### src/rtl/alarm_cmp_pkg.sv
package alarm_cmp_pkg;
  localparam int DATA_W   = 8;
  localparam int ADDR_W   = 8;
  localparam int FIELDS   = 4;
  localparam int NUM_ALM  = 2;
  localparam int CTRL_W   = 3;

  localparam logic [ADDR_W-1:0] ALM_BASE  = 8'h07;
  localparam logic [ADDR_W-1:0] CTRL_ADDR = 8'h0F;
  localparam logic [ADDR_W-1:0] STAT_ADDR = 8'h10;

  // control bit positions
  localparam int EN0_BIT   = 0;
  localparam int EN1_BIT   = 1;
  localparam int ROUTE_BIT = 2;
endpackage

### src/rtl/alarm_slot.sv
module alarm_slot #(
  parameter int DATA_W = 8,
  parameter int ADDR_W = 8,
  parameter int FIELDS = 4,
  parameter logic [ADDR_W-1:0] BASE = '0
) (
  input  logic                          clk,
  input  logic                          rst,
  input  logic [ADDR_W-1:0]             addr,
  input  logic                          wr,
  input  logic                          rd,
  input  logic [DATA_W-1:0]             wdata,
  input  logic                          tick,
  input  logic [FIELDS-1:0][DATA_W-1:0] now,
  output logic                          fire,
  output logic                          acked,
  output logic [DATA_W-1:0]             rd_val
);
  localparam int OFF_W = (FIELDS > 1) ? $clog2(FIELDS) : 1;
  localparam int LIMIT = int'(BASE) + FIELDS;

  logic [FIELDS-1:0][DATA_W-1:0] fld;
  logic [FIELDS-1:0]             eq;
  logic                          in_range;
  logic [ADDR_W-1:0]             off;

  assign in_range = (int'(addr) >= int'(BASE)) && (int'(addr) < LIMIT);
  assign off      = addr - BASE;

  for (genvar i = 0; i < FIELDS; i++) begin : g_field
    always_ff @(posedge clk) begin
      if (rst)
        fld[i] <= '0;
      else if (wr && (addr == BASE + ADDR_W'(i)))
        fld[i] <= wdata;
    end
    // top bit masks the field out of the compare
    assign eq[i] = fld[i][DATA_W-1] |
                   (fld[i][DATA_W-2:0] == now[i][DATA_W-2:0]);
  end

  assign fire   = tick & (&eq);
  assign acked  = rd & in_range;
  assign rd_val = in_range ? fld[off[OFF_W-1:0]] : '0;
endmodule

### src/rtl/alarm_events.sv
module alarm_events #(
  parameter int DATA_W  = 8,
  parameter int NUM_ALM = 2,
  parameter int CTRL_W  = 3
) (
  input  logic               clk,
  input  logic               rst,
  input  logic               ctrl_wr,
  input  logic               stat_wr,
  input  logic [DATA_W-1:0]  wdata,
  input  logic [NUM_ALM-1:0] fire,
  input  logic [NUM_ALM-1:0] acked,
  output logic [CTRL_W-1:0]  ctrl_q,
  output logic [NUM_ALM-1:0] flag_q,
  output logic               irq0_n,
  output logic               irq1_n
);
  import alarm_cmp_pkg::*;

  logic [NUM_ALM-1:0] flag_nxt;
  logic [CTRL_W-1:0]  ctrl_nxt;
  logic               req0, req1;

  for (genvar a = 0; a < NUM_ALM; a++) begin : g_flag
    // a new match wins over any clear in the same cycle
    assign flag_nxt[a] = fire[a] |
                         (flag_q[a] & ~acked[a] & ~(stat_wr & ~wdata[a]));
  end

  assign ctrl_nxt = ctrl_wr ? wdata[CTRL_W-1:0] : ctrl_q;

  assign req0 = (flag_nxt[0] & ctrl_nxt[EN0_BIT]) |
                (flag_nxt[1] & ctrl_nxt[EN1_BIT] & ~ctrl_nxt[ROUTE_BIT]);
  assign req1 =  flag_nxt[1] & ctrl_nxt[EN1_BIT] &  ctrl_nxt[ROUTE_BIT];

  always_ff @(posedge clk) begin
    if (rst) begin
      flag_q <= '0;
      ctrl_q <= '0;
      irq0_n <= 1'b1;
      irq1_n <= 1'b1;
    end else begin
      flag_q <= flag_nxt;
      ctrl_q <= ctrl_nxt;
      irq0_n <= ~req0;
      irq1_n <= ~req1;
    end
  end
endmodule

### src/rtl/alarm_cmp.sv
module alarm_cmp #(
  parameter int DATA_W = alarm_cmp_pkg::DATA_W,
  parameter int ADDR_W = alarm_cmp_pkg::ADDR_W,
  parameter int FIELDS = alarm_cmp_pkg::FIELDS
) (
  input  logic              clk,
  input  logic              rst,
  input  logic [ADDR_W-1:0] bus_addr,
  input  logic              bus_wr,
  input  logic              bus_rd,
  input  logic [DATA_W-1:0] bus_wdata,
  output logic [DATA_W-1:0] bus_rdata,
  input  logic              tick,
  input  logic [DATA_W-1:0] now_sec,
  input  logic [DATA_W-1:0] now_min,
  input  logic [DATA_W-1:0] now_hour,
  input  logic [DATA_W-1:0] now_wday,
  output logic              irq0_n,
  output logic              irq1_n
);
  import alarm_cmp_pkg::*;

  logic [FIELDS-1:0][DATA_W-1:0]  now_vec;
  logic [NUM_ALM-1:0]             fire_w, ack_w, flag_w;
  logic [NUM_ALM-1:0][DATA_W-1:0] slot_val;
  logic [CTRL_W-1:0]              ctrl_w;
  logic                           ctrl_wr, stat_wr;
  logic [DATA_W-1:0]              rd_mux;

  assign now_vec = {now_wday, now_hour, now_min, now_sec};
  assign ctrl_wr = bus_wr && (bus_addr == ADDR_W'(CTRL_ADDR));
  assign stat_wr = bus_wr && (bus_addr == ADDR_W'(STAT_ADDR));

  for (genvar a = 0; a < NUM_ALM; a++) begin : g_alarm
    localparam logic [ADDR_W-1:0] SLOT_BASE =
      ADDR_W'(ALM_BASE) + ADDR_W'(a * FIELDS);
    alarm_slot #(
      .DATA_W (DATA_W),
      .ADDR_W (ADDR_W),
      .FIELDS (FIELDS),
      .BASE   (SLOT_BASE)
    ) u_slot (
      .clk    (clk),
      .rst    (rst),
      .addr   (bus_addr),
      .wr     (bus_wr),
      .rd     (bus_rd),
      .wdata  (bus_wdata),
      .tick   (tick),
      .now    (now_vec),
      .fire   (fire_w[a]),
      .acked  (ack_w[a]),
      .rd_val (slot_val[a])
    );
  end

  alarm_events #(
    .DATA_W  (DATA_W),
    .NUM_ALM (NUM_ALM),
    .CTRL_W  (CTRL_W)
  ) u_events (
    .clk     (clk),
    .rst     (rst),
    .ctrl_wr (ctrl_wr),
    .stat_wr (stat_wr),
    .wdata   (bus_wdata),
    .fire    (fire_w),
    .acked   (ack_w),
    .ctrl_q  (ctrl_w),
    .flag_q  (flag_w),
    .irq0_n  (irq0_n),
    .irq1_n  (irq1_n)
  );

  always_comb begin
    rd_mux = '0;
    for (int a = 0; a < NUM_ALM; a++)
      rd_mux = rd_mux | slot_val[a];
    if (bus_addr == ADDR_W'(CTRL_ADDR))
      rd_mux = DATA_W'(ctrl_w);
    if (bus_addr == ADDR_W'(STAT_ADDR))
      rd_mux = DATA_W'(flag_w);
  end

  always_ff @(posedge clk) begin
    if (rst)
      bus_rdata <= '0;
    else if (bus_rd)
      bus_rdata <= rd_mux;
  end
endmodule

### config.mk
export PLATFORM = sky130hd
export DESIGN_NAME = alarm_cmp
export DESIGN_NICKNAME = d
export VERILOG_FILES = /design/src/rtl/alarm_cmp_pkg.sv /design/src/rtl/alarm_slot.sv /design/src/rtl/alarm_events.sv /design/src/rtl/alarm_cmp.sv
export SDC_FILE = /design/constraint.sdc
export NUM_CORES = 1
export LEC_CHECK = 0
export BUFFER_PORTS_ARGS = -buffer_cell sky130_fd_sc_hd__buf_4
export CAP_MARGIN = 30
export CORE_MARGIN = 2
export CORE_UTILIZATION = 30
export DETAILED_ROUTE_END_ITERATION = 10
export SKIP_CTS_REPAIR_TIMING = 1
export SYNTH_ARGS = -nofsm -noshare
export SYNTH_HDL_FRONTEND = slang
export SYNTH_SLANG_ARGS = --single-unit
### constraint.sdc
create_clock -name clk -period 6.95 [get_ports clk]
set_clock_uncertainty 0.05 [all_clocks]
set_input_delay 2.085 -clock clk [delete_from_list [all_inputs] [get_ports clk]]
set_output_delay 2.085 -clock clk [all_outputs]
set_load 0.03 [all_outputs]
Word-level counts from Yosys, hierarchy flattened
Index checks and enable logic that the tools add are counted.
{"block": "word_totals", "n_memories": 0, "romBits": 0, "ramBits": 0, "inputBits": 53, "latch_bits": 0, "register_bits": 79}
{"block": "classes", "n_shift": 0, "n_mul": 0, "magnitude_cmp": 6, "mux": 9, "addsub": 2, "div": 0, "eq_ne": 18, "reduce_logical": 14, "bitwise": 35}
{"operator": "== test 8 x 4 -> 1 bit (second input constant)", "n": 8}
{"operator": "== test 7 bit", "n": 8}
{"operator": "two-way mux 8 bit", "n": 6}
{"operator": "binary-select mux 8 bit (select 2 bit)", "n": 2}
{"operator": "less-than comparator 8 x 4 -> 1 bit (second input constant)", "n": 2}
{"operator": "bitwise AND 1 bit", "n": 14}
{"operator": "logical AND 1 bit", "n": 12}
{"operator": "OR 1 bit", "n": 11}
{"operator": "NOT 1 bit", "n": 9}
{"operator": "== test 8 x 3 -> 1 bit (second input constant)", "n": 1}
{"operator": "== test 8 x 5 -> 1 bit (second input constant)", "n": 1}
{"operator": "greater-or-equal comparator 8 x 3 -> 1 bit (second input constant)", "n": 1}
{"operator": "greater-or-equal comparator 8 x 4 -> 1 bit (second input constant)", "n": 1}
{"operator": "OR 8 bit", "n": 1}
{"operator": "AND reduction 4 bit", "n": 2}
{"operator": "less-than comparator 2 x 3 -> 1 bit (second input constant)", "n": 2}
{"operator": "subtractor 2 bit (second input constant)", "n": 2}
{"operator": "two-way mux 3 bit", "n": 1}

Logic depth before layout (Yosys ltp)
Gate-level depths: netlist of the first run.
{"block": "logic_depth", "depth_word": 11, "ltp_mapped": 11, "depth_no_buf": 8}

Hierarchy
From an unflattened synthesis of the first run, not the netlist that was laid out.
{"block": "hier_totals", "cells_unflattened": 427, "area_unflattened_um2": 4367.9}
{"mod": "alarm_slot (g_alarm[1].u_slot)", "area_each_um2": 1836.8, "cells_per_inst": 175, "n_inst": 1}
{"mod": "alarm_slot (g_alarm[0].u_slot)", "area_each_um2": 1810.5, "cells_per_inst": 173, "n_inst": 1}
{"mod": "alarm_cmp", "area_each_um2": 450.4, "cells_per_inst": 54, "n_inst": 1}
{"mod": "alarm_events", "area_each_um2": 270.3, "cells_per_inst": 25, "n_inst": 1}

Least setup slack after synthesis of the first run
OpenSTA, ideal clock, no wires.
{"block": "synth_timing", "kind": "input port to flip-flop", "startpoint": "input port bus_addr[0]", "endpoint": "register bus_rdata[4]", "slack_ns": 2.266, "required_ns": 6.772, "path_buffers": 4, "setup_ns": 0.128, "stages": 10, "arrival_ns": 4.506, "path_cell_list": "clkbuf_1 -> clkbuf_1 -> inv_1 -> ha_1 -> buf_2 -> buf_2 -> mux4_2 -> a22o_1 -> a22oi_1 -> nor2_1"}
{"block": "synth_between", "elab_chain_len": 7}
{"item": "start, declared", "line": "alarm_cmp.sv:8", "text": "input logic [ADDR_W-1:0] bus_addr,"}
{"item": "subtractor 2 bit", "line": "alarm_slot.sv:28", "text": "assign off = addr - BASE;"}
{"item": "binary-select mux 8 bit (select 2 bit)", "line": "alarm_slot.sv:44", "text": "assign rd_val = in_range ? fld[off[OFF_W-1:0]] : '0;"}
{"item": "two-way mux 8 bit (implied by the code)", "line": "alarm_slot.sv:44"}
{"item": "two-way mux 8 bit", "line": "alarm_slot.sv:44"}
{"item": "OR 8 bit", "line": "alarm_cmp.sv:78", "text": "rd_mux = rd_mux | slot_val[a];"}
{"item": "two-way mux 8 bit", "line": "alarm_cmp.sv:79", "text": "if (bus_addr == ADDR_W'(CTRL_ADDR))"}
{"item": "two-way mux 8 bit *", "line": "alarm_cmp.sv:81", "text": "if (bus_addr == ADDR_W'(STAT_ADDR))"}
{"item": "end signal, assigned", "line": "alarm_cmp.sv:89", "text": "bus_rdata <= rd_mux;"}
{"item": "end, declared", "line": "alarm_cmp.sv:12", "text": "output logic [DATA_W-1:0] bus_rdata,"}
Every way passes the cells marked *; elsewhere a longest branch is shown, timed or not. The select of a mux whose other input is x is not followed.
A chain may end at the register's enable or synchronous reset.

Worst setup path after layout of the first run
{"block": "layout_timing", "startpoint": "input port bus_addr[0]", "endpoint": "register bus_rdata[1]"}
Same word-level chain as after synthesis.

==> results.txt, run 1 <==
Once detailed placement completed, the half-perimeter wirelength came to 9.17 mm. The horizontal die dimension is 122 um. The post-layout minimum cycle time came out at 4.27 ns. The number of core rows is 43.

Adding up every negative setup slack in the final design gives 0 ns. The number of H-tree levels is 3. The max-cap violation count is 0. The count of flip-flops with a built-in enable after synthesis is 0. The insertion delay of the later-clocked pin in the worst-skew pair is 0.34 ns. The required time reported for the critical path endpoint came out at 7.08 ns. The starting density of the core came out at 0.305. During placement, the flow inserted port buffers numbering 58. The commonest cells after synthesis are sky130_fd_sc_hd__dfxtp_1 (79), sky130_fd_sc_hd__nor2_1 (76), sky130_fd_sc_hd__mux2i_1 (69). Counting along the longest clock path gives a buffer depth of 2. The main flop type after synthesis is sky130_fd_sc_hd__dfxtp_1. Summed over all cells, the static leakage comes to 1.94 nW. The clock-pin slew reported for the worst setup and hold paths after clock tree synthesis came out at 0.06 ns.

The total detailed-routing wirelength is 12.1 mm. The arrival time of data at the critical path endpoint is 4.41 ns. Of all cell types, the one taking the most synthesized area is sky130_fd_sc_hd__dfxtp_1.

The worst slew margin relative to its limit is 0.453. The finished layout holds 637 standard cells, fillers aside. The number of nets in the layout came out at 509. TritonCTS built the clock tree. The clock net in this run drives a total of 79 sinks. The total I/O pin count is 63. The overall routing resource usage is 0.167.

Of the total synthesized cell area, the portion taken by AND, OR, NAND and NOR gates is 0.147. The first global-routing pass estimated 18.3 mm of wire. The total placed cells including tap cells came out at 621. The first-pass iteration count of the detailed router came out at 6. The number of antenna violations at the first check in global routing is 0. In the final routed layout, each cell accounts on average for 19.0 um. The number of global-route vias before repair is 3218.

For this run, the register share of the synthesized area comes to 0.376. The final hold violation count is 0. Setup violations remaining at the end of the flow were counted as 0.

Counting the fill cells in the layout gives 1381. The die covers 15000 sq um. The maximum clock rate came out at 234 MHz.

In the synthesized netlist, the number of instances is 408. Of the cells placed in the final design, the portion with a size suffix greater than 1 is 0.230. The class of the tightest hold or removal check is register to register.

The flow ran to the end, and the final reports show no timing, DRC or antenna violations. Dividing the final minimum period by the clock period gives 0.615. The via count came out at 3227. The average instance area after synthesis came out at 10.3 sq um. The count of cells along the worst hold path came out at 2.

The post-synthesis xor/xnor area fraction came out at 0.119. The worst register-to-register path has a depth of 6. The post-detailed-route via-to-cell ratio came out at 5.07.

By area the synthesized netlist is led by sky130_fd_sc_hd__dfxtp_1 (38%), sky130_fd_sc_hd__mux2i_1 (16%), sky130_fd_sc_hd__mux4_2 (8.6%). The type of origin of the critical path is a primary input. The cell sitting at the root of the clock tree is a sky130_fd_sc_hd__clkbuf_16.

Of the total synthesized cell area, the portion taken by full adders, half adders and majority gates is 0.0119. The fraction of post-synthesis cell area in the top cell type by area came out at 0.376. After synthesis, the share of flip-flops with an asynchronous set or reset is 0. The count of warnings emitted by yosys is 0.

The power density relative to cell area is 220 nW/um^2. The count of nets left with antenna violations once routing finished came out at 0. At the end of routability-driven placement, the weighted congestion stood at 0.857. The critical path in this run is classified as primary input to register.

The y dimension of the die is 122 um. The DRC violation count after routing is 0. At the pin with the least slew margin, the transition time is 0.821 ns. The number of nets in the synthesized netlist is 465.

Total power for the finished layout comes to 1.13 mW. In this run the worst path has a maximum fanout of 19. The pin count of the biggest net entering global routing came out at 79. The number of diodes is 0. The most used standard cell by instance count after synthesis is sky130_fd_sc_hd__dfxtp_1. The worst-case IR drop observed on VDD is 0.109 mV. The global route total overflow is 0. The total clock buffers created by CTS is 9. The final count of pins violating max slew is 0.

From synthesis to final layout, the design area changed by 22.2%. The post-synthesis mux area share came out at 0.250. The number of DRC markers in iteration 0 came out at 302. Setup repair after global routing left no endpoint under its margin.

The synthesis-stage register bit count came out at 79. The area of the core is 13800 sq um. Synthesis instantiated 41 different standard cells from the library. The area fraction in compound gates after synthesis was 0.0613. The netlist area before placement is 4200 sq um. By area, the combinational part of the netlist is dominated by multiplexers.

STA classifies the critical path endpoint as a register.
==> state kept, by name, summed over array words and instances, names as in the netlist <==
| name | flops |
|---|---|
| bus_rdata | 8 |
| g_alarm.u_slot.fld | 64 |
| u_events.ctrl_q | 3 |
| u_events.flag_q | 2 |
| u_events.irq0_n | 1 |
| u_events.irq1_n | 1 |
==> area by class of cell <==
| cell class | instances | area, sq um | area share |
|---|---|---|---|
| sequential | 79 | 1580 | 0.308 |
| tap | 180 | 225 | 0.0439 |
| inverter | 5 | 18.8 | 0.00365 |
| timing repair buffer | 59 | 463 | 0.0902 |
| multi-input combinational | 298 | 2480 | 0.482 |
| clock buffer | 9 | 225 | 0.0439 |
| clock inverter | 7 | 145 | 0.0283 |
==> cells in the final DEF (no fill, tap or decap), types with 7 or more instances in the layout <==
master / count
sky130_fd_sc_hd__a22o_1: 7
sky130_fd_sc_hd__xnor2_1: 29
sky130_fd_sc_hd__nand2_1: 7
sky130_fd_sc_hd__xor2_1: 28
sky130_fd_sc_hd__mux2i_1: 69
sky130_fd_sc_hd__nor2_1: 76
sky130_fd_sc_hd__a22oi_1: 7
sky130_fd_sc_hd__mux4_2: 16
sky130_fd_sc_hd__buf_4: 58
sky130_fd_sc_hd__nor4_1: 10
sky130_fd_sc_hd__clkbuf_16: 9
sky130_fd_sc_hd__dfxtp_1: 79
==> metrics by stage <==
step           setup slack, ns  hold WS, ns  instance area (sq um)   util
2_1_floorplan             2.27        0.428                   4200      -
3_3_place_gp              2.11        0.428                   4740  0.344
3_5_place_dp              2.30        0.444                   4760  0.346
4_1_cts                   2.66        0.459                   5130  0.373
5_1_grt                   2.56        0.493                   5130  0.373
6_report                  2.68        0.451                   5130  0.373
==> kinds of logic (layout without fill, tap and decap cells) <==
logic type,Yosys count,count (layout)
buffers and inverters,31,80
adders and majority gates,4,4
xor gates and xnor gates,57,57
muxes,85,85
and+or+nand+nor,119,119
AOI/OAI and AO/OA,33,33
DFF,79,79
==> routing by layer <==
layer / GRT usage / wire [um] / part of all wire
met3: 0.0376 / 767 / 0.063
met1: 0.228 / 5490 / 0.45
met2: 0.270 / 5740 / 0.47
met4: 0.0381 / 89 / 0.0074
met5: 0 / 0 / 0
==> worst paths after layout <==
kind	startpoint	endpoint	slack [ns]
setup / recovery	bus_addr[0]	bus_rdata[1]	2.68
hold / removal	bus_rdata[2]	bus_rdata[2]	0.45
setup reg to reg	g_alarm[0].u_slot.fld[21]	u_events.irq0_n	4.55
hold reg to reg	bus_rdata[2]	bus_rdata[2]	0.45
==> where the power goes <==
group | switching, mW | total [mW] | internal (mW)
Combinational | 0.0542 | 0.0964 | 0.0422
Sequential | 0.000757 | 0.454 | 0.454
Clock | 0.191 | 0.580 | 0.388
Total | 0.246 | 1.13 | 0.884
==> critical path, stage by stage <==
cell                       delay [ns]
sky130_fd_sc_hd__buf_4           0.28
sky130_fd_sc_hd__inv_1           0.11
sky130_fd_sc_hd__ha_1            0.63
sky130_fd_sc_hd__buf_16          0.21
sky130_fd_sc_hd__mux4_2          0.54
sky130_fd_sc_hd__a22o_1          0.20
sky130_fd_sc_hd__a211oi_1        0.25
sky130_fd_sc_hd__a211oi_1        0.08
Note: power is estimated with default switching activity, not from simulation.
==> run 2, diff against run 1 <==
Settings changed: ABC_AREA set to 1.
Clock period 6.95 ns to 3.6 ns, I/O delays scaled along.
==> results.txt, run 2 <==
More flip-flops sit in one register than any other, and that register is g_alarm.u_slot.fld. The largest registers in the layout are g_alarm.u_slot.fld: 64 flops, bus_rdata: 8 flops, u_events.ctrl_q: 3 flops. The setup TNS after final layout was 0 ns (unchanged). The min-delay analysis places its worst path in the category register to register. The number of library cell types mapped by synthesis is 31 (-24%). The pin count of the biggest net entering global routing came out at 66 (-16%). The fraction of synthesis flops using an asynchronous set or reset pin came out at 0 (unchanged). The power density relative to cell area was 405 nW/um^2 (+84%).

The number of core rows is 44 (+2.3%). The fraction of the yosys area taken by sequential cells came out at 0.360 (-0.0161). The main flop type after synthesis is sky130_fd_sc_hd__dfxtp_1.

The gate count of the mapped netlist came out at 669 (+64%). The destination of the worst hold path is bus_rdata[4]. The count of flip-flops with a built-in enable after synthesis was 0 (unchanged). The wire length of the first global-routing pass came out at 20.8 mm (+14%). The area of the die was 15600 sq um (+4.3%). The y dimension of the die is 125 um (+2.1%). The maximum clock rate is 386 MHz. The flow ran to the end, and the final reports show no timing, DRC or antenna violations.

The worst hold slack across all endpoints is 0.417 ns (-0.0339 ns). The number of nets in the layout is 770 (+51%). The largest stage delay on the critical path came out at 0.32 ns (-0.31 ns). The largest fanout on the critical path came out at 41 (+22). The arrival time of data at the critical path endpoint came to 2.78 ns (-1.63 ns). The number of diodes is 0 (unchanged). The total clock buffers created by CTS came out at 9 (unchanged). The first-pass iteration count of the detailed router came out at 5 (-1). The synthesis-stage register bit count came out at 79 (unchanged). In the layout the commonest cells are sky130_fd_sc_hd__nor2_1 (128), sky130_fd_sc_hd__nand2_1 (120), sky130_fd_sc_hd__o21ai_0 (105), sky130_fd_sc_hd__dfxtp_1 (79), sky130_fd_sc_hd__buf_4 (61).

The number of nets in the synthesized netlist is 726 (+56%). The starting density of the core is 0.304 (-0.000752). The average instance area after synthesis is 6.56 sq um (-36%).

The total of fill cells in the finished design came out at 1593 (+15%). The static leakage power is 2.24 nW (+15%). The post-layout minimum cycle time came out at 2.59 ns.

The pin slew with the least headroom to its limit is 0.563 ns (-0.258 ns). The startpoint of the worst hold path is bus_rdata[4]. The final hold violation count came to 0 (unchanged). The worst reg2reg path endpoint is u_events.irq0_n. The half-perimeter wire length after placement came out at 10.1 mm (+9.7%).

The number of endpoints failing setup at the final stage came out at 0 (unchanged). The number of flip-flops under the largest register name is 64 (unchanged). The area of the core came out at 14400 sq um (+4.7%). The final weighted congestion in routability-driven placement was 0.886 (+3.4%). The fraction of post-synthesis cell area in the top cell type by area came out at 0.360 (-0.0161). STA classifies the critical path startpoint as a primary input. The number of H-tree levels came out at 3 (unchanged). The quantity of I/O buffers inserted on ports came out at 58 (unchanged). The required time reported for the critical path endpoint is 3.78 ns (-3.30 ns). The total I/O pin count is 63 (unchanged). The clock-pin slew reported for the worst setup and hold paths after clock tree synthesis is 0.06 ns (about the same).

The antenna violation net count after detailed routing came out at 0 (unchanged). On the critical path the largest part of the delay comes from compound AO/OA/AOI/OAI gates. The leading cell type in the layout, fill and taps excluded is sky130_fd_sc_hd__nor2_1.

The largest buffer count on any clock path is 2 (unchanged). The total detailed-routing wirelength is 13.4 mm (+11%). The share of the clock period used by the worst path is 0.720. TritonCTS built the clock tree. The worst slew margin relative to its limit is 0.625 (+0.172). The post-detailed-route via-to-cell ratio is 4.76 (-6.1%). The insertion delay of the later-clocked pin in the worst-skew pair came out at 0.35 ns (about the same). The layout-stage area growth over the synthesis result came out at 20.5%.

The worst setup path is of the primary input to register kind. The routed wirelength normalized by instance count is 14.8 um (-22%). The commonest cells after synthesis are sky130_fd_sc_hd__nor2_1 (128), sky130_fd_sc_hd__nand2_1 (120), sky130_fd_sc_hd__o21ai_0 (105). The count of cells along the worst hold path came out at 2 (unchanged). The fraction of final layout cells with drive strength greater than 1 came to 0.139 (-0.0905). The slowest stage of the critical path belongs to the cell sky130_fd_sc_hd__buf_4.

The number of global-route vias before repair came out at 3836 (+19%). The overall routing resource usage is 0.172 (+0.00442). The via count is 4290 (+33%). By instance count, the leading cell after synthesis is sky130_fd_sc_hd__nor2_1. The netlist area before placement came out at 4390 sq um (+4.5%). The number of buffer and inverter stages on the critical path is 3 (unchanged).

The DRC violation count after routing is 0 (unchanged). The number of clock sinks came to 79 (unchanged). After synthesis, the cell types taking the most area are sky130_fd_sc_hd__dfxtp_1 (36%), sky130_fd_sc_hd__o21ai_0 (12%), sky130_fd_sc_hd__nor2_1 (11%).

The number of antenna violations at the first check in global routing is 0 (unchanged). The global route total overflow is 0 (unchanged). The slack of the worst reg-to-reg path is 2.06 ns (-2.49 ns).

The final count of pins violating max slew is 0 (unchanged). Traced cell by cell, the critical path runs through buf_4 -> inv_2 -> ha_1 -> buf_4 -> o21ai_0 -> a21oi_1 -> a21oi_1 -> nand2_1 -> nand3_1 -> o21ai_0 -> a21oi_1. Setup repair after global routing left no endpoint under its margin.

The final core utilization is 0.367 (-0.00597). CTS placed an instance of sky130_fd_sc_hd__clkbuf_16 at the clock tree root. STA classifies the critical path endpoint as a register. The number of DRC markers in iteration 0 is 286 (-5.3%).

The worst vdd rail ir drop came out at 0.159 mV (+46%). The reg-to-reg startpoint is g_alarm[0].u_slot.fld[28]. The count of warnings emitted by yosys is 0 (unchanged). The max-cap violation count is 0 (unchanged). The cell depth of the worst flop-to-flop path came out at 14 (+8).

By instance count, the cell type seen most on the critical path is sky130_fd_sc_hd__a21oi_1. The horizontal die dimension came out at 125 um (+2.1%). The most area-hungry cell type in the Yosys netlist is sky130_fd_sc_hd__dfxtp_1.
-- run 2: logic make-up after synthesis --
logic type,Yosys count,synth area share
muxes,1,0.00228
DFF,79,0.360
and+or+nand+nor,282,0.263
adders and majority gates,4,0.0114
buffers and inverters,92,0.0832
xor gates and xnor gates,36,0.0718
AOI/OAI and AO/OA,175,0.208
-- run 2: worst register-to-register path, delay by kind of cell, from the launching register on --
kind          cells  cell delay (ns)
flops             1             0.31
buf+inv           2             0.14
simple gates     12             0.96
-- run 2: area by class of cell --
type	instances	area, sq um	area share
clock buffers	10	229	0.0433
flip-flops and latches	79	1580	0.299
repair buffers	61	458	0.0865
well taps	184	230	0.0435
inverters	64	240	0.0454
clock inverters	6	109	0.0206
multi-input cells	498	2440	0.462
-- run 2: where the power goes --
part	leakage, nW	total, mW	internal [mW]	switching (mW)
Sequential	0.636	0.879	0.877	0.00206
Combinational	1.44	0.216	0.0857	0.131
Clock	0.166	1.05	0.676	0.372
Total	2.24	2.14	1.64	0.505
-- run 2: routing by layer --
| metal | vias to the layer above | track usage | wire length [um] |
|---|---|---|---|
| met2 | 112 | 0.252 | 5890 |
| met1 | 1929 | 0.249 | 6540 |
| met3 | 18 | 0.0270 | 634 |
| li1 | 2231 | - | - |
| met4 | 0 | 0.0732 | 316 |
| met5 | - | 0 | 0 |
-- run 2: worst max-delay path by stage --
| stage | startpoint | endpoint | depth (start not counted) |
|---|---|---|---|
| after global routing | bus_addr[0] | u_events.irq0_n | 11 |
| after floorplan | bus_addr[0] | bus_rdata[5] | 11 |
| final | bus_addr[0] | bus_rdata[1] | 11 |
| after CTS | bus_addr[0] | bus_rdata[1] | 11 |
| after global placement | bus_addr[0] | bus_rdata[3] | 10 |
| after detailed placement | bus_addr[0] | bus_rdata[1] | 11 |
-- run 2: stage by stage --
stage	instance area (sq um)	instances	worst slack (ns)	power, mW
6_report	5290	902	1.01	2.14
5_1_grt	5290	902	0.835	2.22
4_1_cts	5290	902	1.03	2.16
3_5_place_dp	4950	886	0.672	1.11
3_3_place_gp	4950	886	0.674	1.11
2_1_floorplan	4390	669	1.01	1.02
